**config.mk**
```make
export PLATFORM = sky130hd
export DESIGN_NAME = sd_blkwr_seq
export DESIGN_NICKNAME = d
export VERILOG_FILES = /design/src/rtl/sd_blkwr_pkg.sv /design/src/rtl/sd_cmd_issuer.sv /design/src/rtl/sd_burst_engine.sv /design/src/rtl/sd_blkwr_seq.sv
export SDC_FILE = /design/constraint.sdc
export NUM_CORES = 1
export LEC_CHECK = 0
export BUFFER_PORTS_ARGS = -buffer_cell sky130_fd_sc_hd__buf_2
export CORE_MARGIN = 4
export CORE_UTILIZATION = 55
export DETAILED_ROUTE_END_ITERATION = 7
export PLACE_DENSITY_LB_ADDON = 0.05
export SLEW_MARGIN = 20
export SYNTH_ARGS = -nofsm -noshare
export SYNTH_HDL_FRONTEND = slang
export SYNTH_HIERARCHICAL = 1
export SYNTH_SLANG_ARGS = --single-unit
```
**constraint.sdc**
```tcl
create_clock -name clk -period 6.6 [get_ports clk]
set_input_delay 1.32 -clock clk [delete_from_list [all_inputs] [get_ports clk]]
set_output_delay 1.32 -clock clk [all_outputs]
set_load 0.02 [all_outputs]
```
**src/rtl/sd_blkwr_pkg.sv**
```systemverilog
package sd_blkwr_pkg;
  localparam int OP_W   = 6;
  localparam int ARG_W  = 32;
  localparam int CTRL_W = 8;
  localparam int RCA_W  = 16;

  localparam logic [OP_W-1:0] OP_STATUS   = 6'd13;
  localparam logic [OP_W-1:0] OP_BLEN     = 6'd16;
  localparam logic [OP_W-1:0] OP_APP      = 6'd55;
  localparam logic [OP_W-1:0] OP_BUSW     = 6'd6;
  localparam logic [OP_W-1:0] OP_WR_ONE   = 6'd24;
  localparam logic [OP_W-1:0] OP_WR_MANY  = 6'd25;
  localparam logic [OP_W-1:0] OP_STOP     = 6'd12;

  localparam logic [CTRL_W-1:0] CTL_RESP  = 8'h01;
  localparam logic [CTRL_W-1:0] CTL_DATA  = 8'h19;
  localparam logic [CTRL_W-1:0] CTL_STOP  = 8'h41;
  localparam logic [CTRL_W-1:0] CTL_AUX   = 8'h40;

  typedef enum logic [2:0] {
    S_IDLE, S_CMD, S_WAIT_EMPTY, S_WAIT_RDY, S_BURST, S_WAIT_OP, S_WAIT_BUS
  } state_t;

  typedef enum logic [2:0] {
    STP_STATUS, STP_BLEN, STP_APP, STP_BUSW, STP_WRITE, STP_STOP
  } step_t;

  typedef struct packed {
    logic [OP_W-1:0]   op;
    logic [ARG_W-1:0]  arg;
    logic [CTRL_W-1:0] ctrl;
  } cmd_t;

  function automatic cmd_t cmd_of(step_t s, logic [RCA_W-1:0] rca,
                                  logic [ARG_W-1:0] addr, logic multi);
    cmd_t c;
    c.ctrl = CTL_RESP;
    case (s)
      STP_STATUS: begin c.op = OP_STATUS; c.arg = {rca, 16'h0000}; end
      STP_BLEN:   begin c.op = OP_BLEN;   c.arg = 32'h0000_0200;   end
      STP_APP:    begin c.op = OP_APP;    c.arg = {rca, 16'h0000}; end
      STP_BUSW:   begin c.op = OP_BUSW;   c.arg = 32'h0000_0002;   end
      STP_WRITE:  begin
        c.op   = multi ? OP_WR_MANY : OP_WR_ONE;
        c.arg  = addr;
        c.ctrl = CTL_DATA;
      end
      default:    begin c.op = OP_STOP; c.arg = '0; c.ctrl = CTL_STOP; end
    endcase
    return c;
  endfunction
endpackage

```
**src/rtl/sd_cmd_issuer.sv**
```systemverilog
module sd_cmd_issuer
  import sd_blkwr_pkg::*;
#(
  parameter int STAT_W  = 32,
  parameter int RDY_BIT = 8
) (
  input  logic              clk,
  input  logic              rst,
  input  logic              go,
  input  cmd_t              cmd_in,
  output logic              cmd_req,
  output logic [OP_W-1:0]   cmd_opcode,
  output logic [ARG_W-1:0]  cmd_arg,
  output logic [CTRL_W-1:0] cmd_ctrl,
  output logic [CTRL_W-1:0] cmd_aux,
  input  logic              cmd_done,
  input  logic [STAT_W-1:0] rsp_status,
  input  logic              rsp_timeout,
  input  logic              rsp_crc_err,
  output logic              ok,
  output logic              fail,
  output logic [STAT_W-1:0] stat_q,
  output logic              card_rdy
);
  always_ff @(posedge clk) begin
    if (rst) begin
      cmd_req    <= 1'b0;
      cmd_opcode <= '0;
      cmd_arg    <= '0;
      cmd_ctrl   <= '0;
      cmd_aux    <= '0;
      ok         <= 1'b0;
      fail       <= 1'b0;
      stat_q     <= '0;
    end else begin
      ok   <= 1'b0;
      fail <= 1'b0;
      if (go) begin
        cmd_req    <= 1'b1;
        cmd_opcode <= cmd_in.op;
        cmd_arg    <= cmd_in.arg;
        cmd_ctrl   <= cmd_in.ctrl;
        cmd_aux    <= CTL_AUX;
      end else if (cmd_req && cmd_done) begin
        cmd_req <= 1'b0;
        stat_q  <= rsp_status;
        if (rsp_timeout || rsp_crc_err) fail <= 1'b1;
        else                            ok   <= 1'b1;
      end
    end
  end

  assign card_rdy = stat_q[RDY_BIT];
endmodule

```
**src/rtl/sd_burst_engine.sv**
```systemverilog
module sd_burst_engine #(
  parameter int DATA_W       = 16,
  parameter int CNT_W        = 16,
  parameter int WIDE_WORDS   = 32,
  parameter int NARROW_WORDS = 8,
  parameter int BLOCK_WORDS  = 256,
  localparam int WIDE_BPB    = BLOCK_WORDS / WIDE_WORDS,
  localparam int NARROW_BPB  = BLOCK_WORDS / NARROW_WORDS,
  localparam int BURST_W     = CNT_W + $clog2(NARROW_BPB),
  localparam int WORD_W      = $clog2(WIDE_WORDS) + 1
) (
  input  logic              clk,
  input  logic              rst,
  input  logic              load,
  input  logic              wide,
  input  logic [CNT_W-1:0]  blk_count,
  input  logic              go,
  input  logic [DATA_W-1:0] src_data,
  output logic              src_rd,
  output logic              fifo_wr,
  output logic [DATA_W-1:0] fifo_wdata,
  output logic              burst_end,
  output logic              all_done
);
  logic [BURST_W-1:0] total_q, done_q;
  logic [WORD_W-1:0]  wpb_q, word_q;
  logic               active_q;

  always_ff @(posedge clk) begin
    if (rst) begin
      total_q    <= '0;
      done_q     <= '0;
      wpb_q      <= '0;
      word_q     <= '0;
      active_q   <= 1'b0;
      fifo_wr    <= 1'b0;
      fifo_wdata <= '0;
      burst_end  <= 1'b0;
    end else begin
      fifo_wr   <= 1'b0;
      burst_end <= 1'b0;
      if (load) begin
        total_q <= wide ? BURST_W'(blk_count) * BURST_W'(WIDE_BPB)
                        : BURST_W'(blk_count) * BURST_W'(NARROW_BPB);
        wpb_q   <= wide ? WORD_W'(WIDE_WORDS) : WORD_W'(NARROW_WORDS);
        done_q  <= '0;
      end
      if (go && !active_q) begin
        active_q <= 1'b1;
        word_q   <= '0;
      end else if (active_q) begin
        fifo_wr    <= 1'b1;
        fifo_wdata <= src_data;
        if (word_q == wpb_q - WORD_W'(1)) begin
          active_q  <= 1'b0;
          burst_end <= 1'b1;
          done_q    <= done_q + BURST_W'(1);
        end else begin
          word_q <= word_q + WORD_W'(1);
        end
      end
    end
  end

  assign src_rd   = active_q;
  assign all_done = (done_q == total_q);
endmodule

```
**src/rtl/sd_blkwr_seq.sv**
```systemverilog
module sd_blkwr_seq
  import sd_blkwr_pkg::*;
#(
  parameter int CNT_W        = 16,
  parameter int DATA_W       = 16,
  parameter int STAT_W       = 32,
  parameter int RDY_BIT      = 8,
  parameter int WIDE_WORDS   = 32,
  parameter int NARROW_WORDS = 8,
  parameter int BLOCK_WORDS  = 256
) (
  input  logic              clk,
  input  logic              rst,
  input  logic              start,
  input  logic [RCA_W-1:0]  rca,
  input  logic [CNT_W-1:0]  blk_count,
  input  logic [ARG_W-1:0]  blk_addr,
  input  logic              wide,
  output logic              busy,
  output logic              done,
  output logic              err,
  output logic              cmd_req,
  output logic [OP_W-1:0]   cmd_opcode,
  output logic [ARG_W-1:0]  cmd_arg,
  output logic [CTRL_W-1:0] cmd_ctrl,
  output logic [CTRL_W-1:0] cmd_aux,
  input  logic              cmd_done,
  input  logic [STAT_W-1:0] rsp_status,
  input  logic              rsp_timeout,
  input  logic              rsp_crc_err,
  input  logic              fifo_empty,
  input  logic              fifo_burst_rdy,
  input  logic              op_done,
  input  logic              bus_stopped,
  output logic              src_rd,
  input  logic [DATA_W-1:0] src_data,
  output logic              fifo_wr,
  output logic [DATA_W-1:0] fifo_wdata
);
  state_t state_q, state_d;
  step_t  step_q, step_d;
  logic   issue_d, load_d, go_d, fin_d, fail_d;
  logic   iss_go, eng_load, eng_go;
  cmd_t   iss_cmd;
  logic   wide_q, multi_q;
  logic [RCA_W-1:0] rca_q;
  logic [ARG_W-1:0] addr_q;
  logic [CNT_W-1:0] cnt_q;
  logic   cmd_ok, cmd_fail, card_rdy, burst_end, all_done;
  logic [STAT_W-1:0] stat_q;

  sd_cmd_issuer #(.STAT_W(STAT_W), .RDY_BIT(RDY_BIT)) u_iss (
    .clk(clk), .rst(rst), .go(iss_go), .cmd_in(iss_cmd),
    .cmd_req(cmd_req), .cmd_opcode(cmd_opcode), .cmd_arg(cmd_arg),
    .cmd_ctrl(cmd_ctrl), .cmd_aux(cmd_aux), .cmd_done(cmd_done),
    .rsp_status(rsp_status), .rsp_timeout(rsp_timeout),
    .rsp_crc_err(rsp_crc_err), .ok(cmd_ok), .fail(cmd_fail),
    .stat_q(stat_q), .card_rdy(card_rdy)
  );

  sd_burst_engine #(
    .DATA_W(DATA_W), .CNT_W(CNT_W), .WIDE_WORDS(WIDE_WORDS),
    .NARROW_WORDS(NARROW_WORDS), .BLOCK_WORDS(BLOCK_WORDS)
  ) u_eng (
    .clk(clk), .rst(rst), .load(eng_load), .wide(wide_q),
    .blk_count(cnt_q), .go(eng_go), .src_data(src_data), .src_rd(src_rd),
    .fifo_wr(fifo_wr), .fifo_wdata(fifo_wdata), .burst_end(burst_end),
    .all_done(all_done)
  );

  always_comb begin
    state_d = state_q;
    step_d  = step_q;
    issue_d = 1'b0;
    load_d  = 1'b0;
    go_d    = 1'b0;
    fin_d   = 1'b0;
    fail_d  = 1'b0;
    case (state_q)
      S_IDLE: if (start) begin
        issue_d = 1'b1;
        step_d  = STP_STATUS;
        state_d = S_CMD;
      end
      S_CMD: begin
        if (cmd_fail) begin
          fail_d  = 1'b1;
          state_d = S_IDLE;
        end else if (cmd_ok) begin
          case (step_q)
            STP_STATUS: begin
              issue_d = 1'b1;
              step_d  = card_rdy ? STP_BLEN : STP_STATUS;
            end
            STP_BLEN: begin
              issue_d = 1'b1;
              step_d  = wide_q ? STP_APP : STP_WRITE;
            end
            STP_APP: begin
              issue_d = 1'b1;
              step_d  = STP_BUSW;
            end
            STP_BUSW: begin
              issue_d = 1'b1;
              step_d  = STP_WRITE;
            end
            STP_WRITE: begin
              load_d  = 1'b1;
              state_d = S_WAIT_EMPTY;
            end
            default: begin
              fin_d   = 1'b1;
              state_d = S_IDLE;
            end
          endcase
        end
      end
      S_WAIT_EMPTY: if (fifo_empty) state_d = S_WAIT_RDY;
      S_WAIT_RDY: if (fifo_burst_rdy) begin
        go_d    = 1'b1;
        state_d = S_BURST;
      end
      S_BURST: if (burst_end) state_d = all_done ? S_WAIT_OP : S_WAIT_RDY;
      S_WAIT_OP: if (op_done) state_d = S_WAIT_BUS;
      S_WAIT_BUS: if (bus_stopped) begin
        if (multi_q) begin
          issue_d = 1'b1;
          step_d  = STP_STOP;
          state_d = S_CMD;
        end else begin
          fin_d   = 1'b1;
          state_d = S_IDLE;
        end
      end
      default: state_d = S_IDLE;
    endcase
  end

  always_ff @(posedge clk) begin
    if (rst) begin
      state_q  <= S_IDLE;
      step_q   <= STP_STATUS;
      iss_go   <= 1'b0;
      iss_cmd  <= '0;
      eng_load <= 1'b0;
      eng_go   <= 1'b0;
      busy     <= 1'b0;
      done     <= 1'b0;
      err      <= 1'b0;
      wide_q   <= 1'b0;
      multi_q  <= 1'b0;
      rca_q    <= '0;
      addr_q   <= '0;
      cnt_q    <= '0;
    end else begin
      state_q  <= state_d;
      step_q   <= step_d;
      iss_go   <= issue_d;
      eng_load <= load_d;
      eng_go   <= go_d;
      if (issue_d)
        iss_cmd <= cmd_of(step_d, (state_q == S_IDLE) ? rca : rca_q,
                          addr_q, multi_q);
      if (state_q == S_IDLE && start) begin
        busy    <= 1'b1;
        done    <= 1'b0;
        err     <= 1'b0;
        wide_q  <= wide;
        multi_q <= (blk_count > CNT_W'(1));
        rca_q   <= rca;
        addr_q  <= blk_addr;
        cnt_q   <= blk_count;
      end
      if (fin_d) begin
        busy <= 1'b0;
        done <= 1'b1;
      end
      if (fail_d) begin
        busy <= 1'b0;
        err  <= 1'b1;
      end
    end
  end
endmodule

```
### Word level (Yosys, flattened, before mapping)

Cells that the tools add are included.

| word-level totals | value |
|---|---|
| register bits after elaboration | 256 |
| logic and storage cells | 152 |

| operators by class | value |
|---|---|
| add/subtract/negate cells | 3 |
| order comparisons | 1 |
| equality and inequality tests | 24 |
| muxes and demuxes | 60 |
| bitwise gates (word level) | 8 |
| reduce and logical (&&, ||, !) cells | 24 |

Operator list:

| cell | number |
|---|---|
| one-hot mux 38 bit (5 select lines) | 1 |
| two-way mux 21 bit | 5 |
| two-way mux 3 bit | 15 |
| two-way mux 1 bit | 30 |
| adder 21 x 1 -> 21 bit (second input constant) | 1 |
| equality test 21 bit | 1 |
| one-hot mux 3 bit (7 select lines) | 1 |
| equality test 3 x 2 -> 1 bit (second input constant) | 6 |
| greater-than comparator 16 x 1 -> 1 bit (second input constant) | 1 |
| two-way mux 16 bit | 1 |
| equality test 3 bit (second input constant) | 5 |
| one-hot mux 7 bit (2 select lines) | 1 |
| one-hot mux 3 bit (4 select lines) | 1 |
| OR reduction 4 bit | 3 |
| != test 2 bit (second input constant) | 5 |
| equality test 3 x 1 -> 1 bit (second input constant) | 3 |
| zero test 3 bit | 3 |
| one-hot mux 3 bit (3 select lines) | 1 |
| OR reduction 3 bit | 3 |
| inverter 1 bit | 8 |
| AND reduction 8 bit | 1 |
| adder 6 x 1 -> 6 bit (second input constant) | 1 |
| equality test 6 bit | 1 |
| two-way mux 6 bit | 1 |
| 14 further kinds | 21 |

### Longest topological paths before layout

Gate-level depths: netlist (run 1).

| logic depth | value |
|---|---|
| depth in word-level cells | 8 |
| depth in mapped cells | 10 |
| depth with buffers taken out | 10 |

### Cells and area by module

Netlist (run 1), hierarchy kept.

By module, submodules not included:

| module | times used | cells an instance | area each (um^2) | seq. area each (um^2) |
|---|---|---|---|---|
| sd_blkwr_seq | 1 | 554 | 4,610.7 | 2,382.3 |
| sd_cmd_issuer | 1 | 310 | 3,250.6 | 1,641.6 |
| sd_burst_engine | 1 | 330 | 3,004.1 | 1,321.3 |

### Worst setup path before layout (run 1)

No wires, ideal clock.

| timing path | value |
|---|---|
| kind | input -> register |
| start | input start |
| end | register iss_cmd[34] in the netlist's numbering |
| setup time | 60 ps |
| arrival | 2,822 ps |
| required time | 6,540 ps |
| setup slack | 3,718 ps |
| cell stages on the path | 7 |
| cells stage by stage | nor4b_1 -> a21oi_1 -> a21oi_2 -> nand4_1 -> clkbuf_1 -> a21oi_1 -> a221o_1 |

| on the way | value |
|---|---|
| longest elaborated chain between the ends | 4 |

Ends and longest elaborated chain:

| what | line | RTL |
|---|---|---|
| start: declaration | sd_blkwr_seq.sv:14 | `input logic start,` |
| two-way mux 3 bit | sd_blkwr_seq.sv:80 | `S_IDLE: if (start) begin` |
| one-hot mux 3 bit (3 select lines) | sd_blkwr_seq.sv:79 | `case (state_q)` |
| equality test 3 bit, or another cell as far along | sd_blkwr_pkg.sv:38 | `case (s)` |
| one-hot mux 38 bit (5 select lines) | sd_blkwr_pkg.sv:38 |  |
| end signal: assignment | sd_blkwr_seq.sv:162 | `iss_cmd <= cmd_of(step_d, (state_q == S_IDLE) ? rca : rca_q,` |
| end: declaration | sd_blkwr_seq.sv:44 | `cmd_t iss_cmd;` |

Parallel ways exist; a longest one is shown, timed or not.
A chain may end at the register's enable or synchronous reset.

### Worst setup path in the final report (run 1)

| timing path | value |
|---|---|
| start | register state_q[2] |
| end | register iss_cmd[26] in the netlist's numbering |

| on the way | value |
|---|---|
| longest elaborated chain between the ends | 4 |

Ends and longest elaborated chain:

| what | line | RTL |
|---|---|---|
| start: declaration | sd_blkwr_seq.sv:40 | `state_t state_q, state_d;` |
| start signal: assignment | sd_blkwr_seq.sv:156 | `state_q <= state_d;` |
| equality test 3 bit, or another cell as far along | sd_blkwr_seq.sv:79 |  |
| one-hot mux 3 bit (3 select lines) | sd_blkwr_seq.sv:79 |  |
| equality test 3 bit, or another cell as far along | sd_blkwr_pkg.sv:38 |  |
| one-hot mux 38 bit (5 select lines) | sd_blkwr_pkg.sv:38 |  |

Parallel ways exist; a longest one is shown, timed or not.

==> out/qor.txt, run 1 <==
Total GRT Usage: 0.216
CP arrival: 3.67 ns
Net Sw Frac: 0.243
Placed instance area: 0.0103 mm²
Mapped Area: 0.00951 mm²
Number of buffers created by CTS: 24
Max IR drop VDD: 0.189 mV
Logic pwr share: 0.088
Delay-heaviest family, CP: simple AND/OR/NAND/NOR gates
Int Pwr: 0.00236 W
Setup-failing EPs final: 0
DRC Markers: 0
Max Freq: 0.310 GHz
Chip Width: 139 µm
Worst EP required: 7.05 ns
Die area: 0.0194 mm²
Core Util, Final: 0.659
Unrepaired setup endpoints after global routing: no
Per-cell routed wire length: 15.4 µm
Met3 GRT Util: 0.0504
Buffer levels on the longest clock path: 3
Layout cell share with drive strength beyond 1: 0.189
Setup Buffers After CTS: 0
CP peak stage delay: 0.79 ns
Initial drt markers: 488
GPL Wtd Cong: 0.799
Via density: 5.41
Setup TNS: 0 ns
Die Y: 139 µm
PortBufs: 160
Worst setup margin: 3.37 ns
Hold path startpoint: addr_q[23]
Min-Delay Endpoint: addr_q[23]
Final Skew: 0.0112 ns
Design area: 0.0110 mm²
N_diodes: 0
PwrDens: 282 mW/mm²
Warnings, synthesis: 6
Worst slew pin tran: 0.896 ns
Largest net degree at the start of global routing: 109
Rel. slew slack: 0.401
Total grt overflow: 0
Max cap viols: 0
GR Util met1: 0.312
First-pass GRT wire length: 35,900 µm
Pleak: 4.47 nW
Crit Path Category: reg2reg
GR peak layer: met2
Post-CTS Resized: 0
Hold buffer count at cts: 0
Worst-path maximum fanout: 17
Setup crit end kind: flip-flop
Final period util: 0.489
Nets: 1,306
Post-Synthesis Cells: 1,064
Reg-to-reg critical path startpoint: state_q[2]
Initial core utilization: 0.567
IO Count: 199
Vias: 7,673
Buffers plus inverters on the worst setup path: 0
ANT nets after route: 0
Count of final hold-check violations: 0
Detail Placement HPWL: 13,800 µm
Outcome: complete, no violations
CTS tree: yes
R2R Setup Slk: 3.37 ns
Hold WS: 0.452 ns
Initial antenna violation count: 4
Site Rows: 47
CTS root buffer: clkbuf_16
Vias in the first global route: 7,067
Hold Path Cell Cnt: 2
Core area: 0.0168 mm²
Period minus WS final: 3.23 ns
Clk pin slew, worst setup/hold paths: 0.06 ns
Area Overhead vs Synth: 16.2%
Total length of routed wires: 21,900 µm
R2r endpoint: iss_cmd[26]
Hold Path Class: reg2reg
Clock Sink Count: 236
Sequence of cells on the critical path: nor3_4 -> nand2_2 -> a221oi_2 -> nand4_1 -> a21oi_1 -> a221o_1
CP Launch Type: flip-flop
Detailed-router iteration count before antenna repair: 5
Final Max Slew Viols: 0
CTS H-tree lvls: 1
CP max-delay cell: nand4_1
Worst skew pair latency: 0.51 ns
Place WS: 3.06 ns
Sequential power share: 0.485
Syn avg cell area: 8.93 µm²
Clk pwr share: 0.428
Worst reg2reg path depth: 6
Switching pwr: 0.000757 W
Met2 Use GR: 0.331
[sequential cells by signal, indices dropped and copies added (netlist names), 2 cells and up]
register,cells
addr_q,32
cnt_q,16
iss_cmd,41
rca_q,16
state_q,3
step_q,3
u_eng/done_q,21
u_eng/fifo_wdata,16
u_eng/total_q,18
u_eng/word_q,6
u_eng/wpb_q,2
u_iss/cmd_arg,32
u_iss/cmd_ctrl,8
u_iss/cmd_opcode,6
[layout make-up]
class,instances,area [µm²]
fillers,1462,5720
flip-flops and latches,236,4730
multi-input cells,742,4350
repair buffers,169,875
clock buffers,34,709
well taps,220,275
clock inverters,10,77.6
inverters,7,26.3
[power by group through the flow]
stage,Clock [W],Sequential [W],Combinational [W]
global route,0.00143,0.00152,0.000304
detailed placement,0,0.00154,0.000274
floorplan,0,0.00154,0.000193
global placement,0,0.00154,0.000271
finish,0.00133,0.00151,0.000274
CTS,0.00136,0.00151,0.000274
[layout by cell type (no fill, tap or decap), types with 9 or more instances in the layout]
master     count
a221o_1       18
o21ai_0       11
buf_2        159
conb_1        11
xnor2_1       18
nand3_1       13
nor4_1        14
nand2_1      182
a211oi_1      16
buf_4          9
dfxtp_1      235
xor2_1        20
mux2i_1       82
a21oi_1      101
clkbuf_16     25
a22o_1        14
nor2_1       137
[metal layers]
metal / vias up / wire length, µm
li1: 3850 / -
met1: 3554 / 10300
met2: 227 / 9620
met3: 34 / 1510
met4: 8 / 455
met5: - / 42
[worst min-delay path, cell delays in order (launching register included)]
cell	delay [ns]
dfxtp_1	0.31
nand2_1	0.05
a21oi_1	0.05
[metrics by stage]
stage / std cells / power [W]
after global placement: 1374 / 0.00181
after detailed placement: 1374 / 0.00182
final: 1418 / 0.00312
after global routing: 1418 / 0.00325
after floorplan: 1073 / 0.00173
after CTS: 1418 / 0.00315
[worst max-delay path by stage]
stage                          start     endpoint  slack, ns  cells past startpoint
after floorplan                start  iss_cmd[34]       3.72                      7
after global placement         start  iss_cmd[32]       3.08                      6
after CTS                 state_q[2]  iss_cmd[26]       3.36                      6
final                     state_q[2]  iss_cmd[26]       3.37                      6
after global routing      state_q[1]  iss_cmd[24]       3.09                      6
after detailed placement       start  iss_cmd[33]       3.06                      7
(Power assumes the default switching activity.)
==> run 2: changes to the inputs <==
- ABC_AREA: not set -> 1
- clock period: 6.6 -> 3.2 ns (I/O delays scaled with it)
==> run 2 against run 1 <==
  * Register-to-register slack got worse by 2.4 ns
  * Synthesized cell count up 35%
  * First-iteration DRC count up 8.4%
  * Combinational power increased to 8.0 times the previous value
  * Worst setup slack got worse by 2.4 ns
  * Clock skew up 0.0029 ns
  * Critical path depth rose by 4
  * Utilization decreased by 0.36 points
  * Global-route usage rose by 1.7 points
  * Flip-flop and latch count unchanged
  * Total power grew to 2.8 times the previous value
==> out/qor.txt, run 2 <==
Outcome: complete, no violations
Count of final hold-check violations: 0
Total power: 0.00880 W
CTS root buffer: clkbuf_16
Worst slew pin tran: 0.885 ns
Setup Buffers After CTS: 0
Initial antenna violation count: 3
Int Pwr: 0.00585 W
Final Max Slew Viols: 0
Pleak: 5.57 nW
Setup TNS: 0 ns
Clk pin slew, worst setup/hold paths: 0.06 ns
Max cap viols: 0
Via density: 5.20
Period minus WS final: 2.23 ns
Site Rows: 49
Worst EP required: 3.65 ns
Max Freq: 0.449 GHz
Leading registers by flop count: iss_cmd: 41 flops, addr_q: 32 flops, u_iss/cmd_arg: 32 flops
Die Y: 145 µm
Worst reg2reg path depth: 10
Crit Path Category: reg2reg
FF/Latch Area: 0.00472 mm²
Post-CTS Resized: 0
Unrepaired setup endpoints after global routing: no
Top reg by flops: iss_cmd
Nets: 1,689
R2R Setup Slk: 0.97 ns
Switching pwr: 0.00295 W
Chip Width: 145 µm
Multi-input gate area: 0.00462 mm²
Clk pwr share: 0.320
Fill count: 1,724
R2r endpoint: iss_cmd[13]
Initial core utilization: 0.567
Warnings, synthesis: 6
CP Launch Type: flip-flop
CP max-delay cell: dfxtp_1
CTS tree: yes
Worst-path maximum fanout: 34
Rel. slew slack: 0.409
Setup-failing EPs final: 0
N_diodes: 0
Die area: 0.0210 mm²
Hold buffer count at cts: 0
Hold Path Cell Cnt: 3
First-pass GRT wire length: 42,100 µm
Min-Delay Endpoint: addr_q[16]
Per-cell routed wire length: 14.0 µm
Vias in the first global route: 8,415
PortBufs: 160
Post-Synthesis Cells: 1,434
Initial drt markers: 529
Max reg flops: 41
Net Sw Frac: 0.335
IO Count: 199
GPL Wtd Cong: 0.847
Sequence of cells on the critical path: nor2_4 -> nand2_4 -> nor2_8 -> a21oi_2 -> nand2_2 -> buf_4 -> nand3_1 -> inv_2 -> nand2_1 -> a21oi_1
PwrDens: 737 mW/mm²
Vias: 9,400
Largest net degree at the start of global routing: 85
Setup crit end kind: flip-flop
Detailed-router iteration count before antenna repair: 5
CP arrival: 2.68 ns
Reg-to-reg critical path startpoint: state_q[0]
Total GRT Usage: 0.233
Max IR drop VDD: 0.435 mV
Number of buffers created by CTS: 25
DRC Markers: 0
Area Overhead vs Synth: 15.5%
Final period util: 0.697
Layout cell share with drive strength beyond 1: 0.180
Syn avg cell area: 7.21 µm²
Hold path startpoint: blk_addr[16]
Final Skew: 0.0140 ns
Hold WS: 0.336 ns
Clock Sink Count: 236
Core area: 0.0182 mm²
Buffer levels on the longest clock path: 3
Sequential power share: 0.432
Detail Placement HPWL: 17,100 µm
ANT nets after route: 0
Hold Path Class: in2reg
Most common cell after layout, fill and taps aside: nor2_1
CTS H-tree lvls: 1
Total grt overflow: 0
Logic pwr share: 0.248
Worst skew pair latency: 0.52 ns
Leading cell types in the layout, fill and taps excluded: nor2_1 (276), nand2_1 (259), dfxtp_1 (236)
Total length of routed wires: 25,400 µm
CP peak stage delay: 0.38 ns
Mapped Area: 0.0103 mm²
## run 2: power groups by stage
stage               Clock, W  Combinational [W]  Sequential, W
detailed placement         0            0.00218        0.00386
floorplan                  0            0.00147        0.00394
finish               0.00281            0.00218        0.00380
global route         0.00301            0.00251        0.00387
global placement           0            0.00215        0.00384
CTS                  0.00288            0.00219        0.00380
## run 2: final cells by class
class,count,share of cell area
Clock buffer,36,0.0618
Clock inverter,8,0.00577
Inverter,151,0.0479
Multi-Input combinational cell,974,0.387
Sequential cell,236,0.396
Tap cell,229,0.0240
Timing Repair Buffer,175,0.0776
## run 2: worst max-delay path, delay by kind of cell (launching register included)
kind / cells / cell delay (ns)
AND/OR/NAND/NOR: 6 / 1.00
buffers and inverters: 2 / 0.57
flip-flops: 1 / 0.38
AO/OA/AOI/OAI: 2 / 0.22
## run 2: worst max path at each step
stage | start | slack [ns] | endpoint | cells after the start
global route | state_q[0] | 0.77 | iss_cmd[13] | 10
global placement | bus_stopped | 0.97 | iss_cmd[13] | 10
finish | state_q[0] | 0.97 | iss_cmd[13] | 10
floorplan | start | 1.38 | iss_cmd[42] | 12
detailed placement | start | 0.94 | iss_cmd[13] | 10
CTS | state_q[0] | 0.98 | iss_cmd[13] | 10
## run 2: routing by layer
metal | GRT usage | up-vias | wire length (µm)
met5 | 0 | - | 41
met4 | 0.0461 | 6 | 324
met3 | 0.0521 | 32 | 2090
met2 | 0.352 | 295 | 10700
met1 | 0.345 | 4244 | 12200
li1 | - | 4823 | -
## run 2: through the flow
stage	cell area, µm²	worst slack [ns]	std cells	utilization
after floorplan	10400	1.38	1443	-
after global placement	11100	0.965	1765	0.611
after detailed placement	11100	0.939	1765	0.611
after CTS	11900	0.984	1809	0.655
after global routing	11900	0.774	1809	0.655
final	11900	0.970	1809	0.655
==> run 3: changes to the inputs <==
- ABC_AREA: 1 -> 0
- CORE_UTILIZATION: 55 -> 51
- clock period: 3.2 -> 2 ns (I/O delays scaled with it)
==> run 3 against run 2 <==
  * The run now ends with setup timing left
  * Global-route usage decreased by 0.95 points
  * First-iteration DRC count up 17%
  * Combinational power shrank 51%
  * Worst setup slack worse by 1.1 ns
  * Critical path depth is 4 lower
  * Fmax is 5.5% higher
  * Die area fell by 0.74%
  * Sequential power rose by 31%
  * Critical path type unchanged
  * Largest power group unchanged
  * Register-to-register slack worse by 1.1 ns
  * Wire length is 5.8% lower
  * Hold slack worse by 0.23 ns
==> out/qor.txt, run 3 (synthesis results as in run 1) <==
Outcome: finished with violations
Violated checks: setup timing
Critical Path Stages: 6
R2r endpoint: iss_cmd[19]
Logic pwr share: 0.102
Worst reg2reg path depth: 6
Chip Width: 145 µm
Vias in the first global route: 7,481
Final std cells w/o fill: 1,500
Detail Placement HPWL: 15,500 µm
Leading registers by flop count: iss_cmd: 41 flops, addr_q: 32 flops, u_iss/cmd_arg: 32 flops
Core area: 0.0181 mm²
Timing endpoint of the critical path: iss_cmd[19]
DRC Markers: 0
Number of buffers created by CTS: 25
Setup crit start: state_q[0]
Detailed-router iteration count before antenna repair: 5
Place WS: -0.161 ns
Sequential power share: 0.478
Most common cell after layout, fill and taps aside: dfxtp_1
Switching pwr: 0.00256 W
Final Skew: 0.00826 ns
Site Rows: 49
Initial drt markers: 619
Buffers plus inverters on the worst setup path: 1
Crit Path Category: reg2reg
N_diodes: 0
Total grt overflow: 0
Leading cell types in the layout, fill and taps excluded: dfxtp_1 (228), nand2_1 (182), buf_2 (159)
Fill count: 1,588
Worst EP required: 2.41 ns
IO Count: 199
Pleak: 4.89 nW
CP arrival: 2.53 ns
CP max-delay cell: or4_4
Period minus WS final: 2.11 ns
Final Max Slew Viols: 0
CTS H-tree lvls: 1
CTS root buffer: clkbuf_16
PwrDens: 881 mW/mm²
Largest net degree at the start of global routing: 95
Reg-to-reg critical path startpoint: state_q[0]
ANT nets after route: 0
CTS tree: yes
Die area: 0.0209 mm²
Unrepaired setup endpoints after global routing: yes
Top reg by flops: iss_cmd
Hold buffer count at cts: 0
Worst skew pair latency: 0.52 ns
Max cap viols: 0
Nets: 1,382
Net Sw Frac: 0.245
Per-cell routed wire length: 16.0 µm
Setup-failing EPs final: 31
Clock Sink Count: 236
Inst Count DP: 1,446
Max reg flops: 41
Die Y: 145 µm
First-pass GRT wire length: 38,200 µm
Area Overhead vs Synth: 24.5%
Worst-path maximum fanout: 7
Count of final hold-check violations: 0
Max Freq: 0.473 GHz
CP Launch Type: flip-flop
Setup crit end kind: flip-flop
Total GRT Usage: 0.223
Worst setup margin: -0.114 ns
Delay-heaviest family, CP: simple AND/OR/NAND/NOR gates
Clk pin slew, worst setup/hold paths: 0.06 ns
Hold WS: 0.110 ns
Clk pwr share: 0.420
Initial core utilization: 0.524
Initial antenna violation count: 2
Final period util: 1.06
Sequence of cells on the critical path: or3b_4 -> or4_4 -> o211a_4 -> and4_4 -> buf_6 -> a22o_1
GPL Wtd Cong: 0.834
Total length of routed wires: 23,900 µm
Int Pwr: 0.00787 W
PortBufs: 160
Vias: 7,998
Via density: 5.33
Layout cell share with drive strength beyond 1: 0.249
Buffer levels on the longest clock path: 3
Hold Path Class: in2reg
R2R Setup Slk: -0.11 ns
Hold path startpoint: blk_addr[11]
Max IR drop VDD: 0.754 mV
CP peak stage delay: 0.51 ns
run 3: changes by cell type in the layout (fill, tap and decap cells not counted), sizes merged, moves of 17 or more:
cell / before / now
o21ai: 188 / 12
nor2: 288 / 138
inv: 151 / 9
nand2: 268 / 183
mux2i: 0 / 82
buf: 175 / 240
nand3: 56 / 13
a221o: 0 / 18
xnor2: 2 / 19
run 3: stage by stage:
stage	setup TNS [ns]	util	power, W	cell area, µm²
final	-2.26	0.652	0.0104	11800
after global routing	-4.51	0.652	0.0109	11800
after CTS	-2.13	0.645	0.0105	11700
after detailed placement	-3.10	0.596	0.00610	10800
after global placement	-2.53	0.596	0.00609	10800
after floorplan	-3.85	-	0.00572	9550
run 3: metal layers:
layer,vias up,GRT usage,share of wire
li1,4010,-,-
met1,3707,0.319,0.46
met2,241,0.356,0.45
met3,36,0.0360,0.067
met4,4,0.0525,0.020
met5,-,0,0.0011
run 3: worst min-delay path by stage:
stage | endpoint | slack, ns | cells past startpoint
after CTS | addr_q[15] | 0.09 | 3
after global placement | rca_q[0] | 0.44 | 2
final | addr_q[11] | 0.11 | 3
after floorplan | iss_cmd[44] | 0.43 | 2
after detailed placement | addr_q[12] | 0.45 | 2
after global routing | addr_q[10] | 0.1 | 3
run 3: worst min-delay path: stages:
cell,delay [ns]
buf_2,0.09
nand2_1,0.04
a21oi_1,0.05
run 3: area by class of cell:
class                           count  area (µm²)  share of cell area
Sequential cell                   236        4740               0.400
Clock inverter                      4        66.3             0.00560
Multi-Input combinational cell    745        4480               0.379
Timing Repair Buffer              241        1530               0.129
Tap cell                          229         287              0.0242
Inverter                            7        26.3             0.00222
Clock buffer                       38         704              0.0595
run 3: repair_timing:
action                     CTS  global route
pin swaps                   11            13
gates cloned                 3             1
setup buffers                6             2
hold endpoints to repair     0             0
resized for setup           13            26
setup endpoints to repair   33            60
run 3: power by group through the flow:
stage          Combinational [W]  Sequential (W)  Clock, W
2_1_floorplan           0.000640         0.00508         0
3_3_place_gp             0.00101         0.00509         0
3_5_place_dp             0.00101         0.00509         0
5_1_grt                  0.00117         0.00501   0.00468
4_1_cts                  0.00103         0.00499   0.00448
6_report                 0.00106         0.00499   0.00438
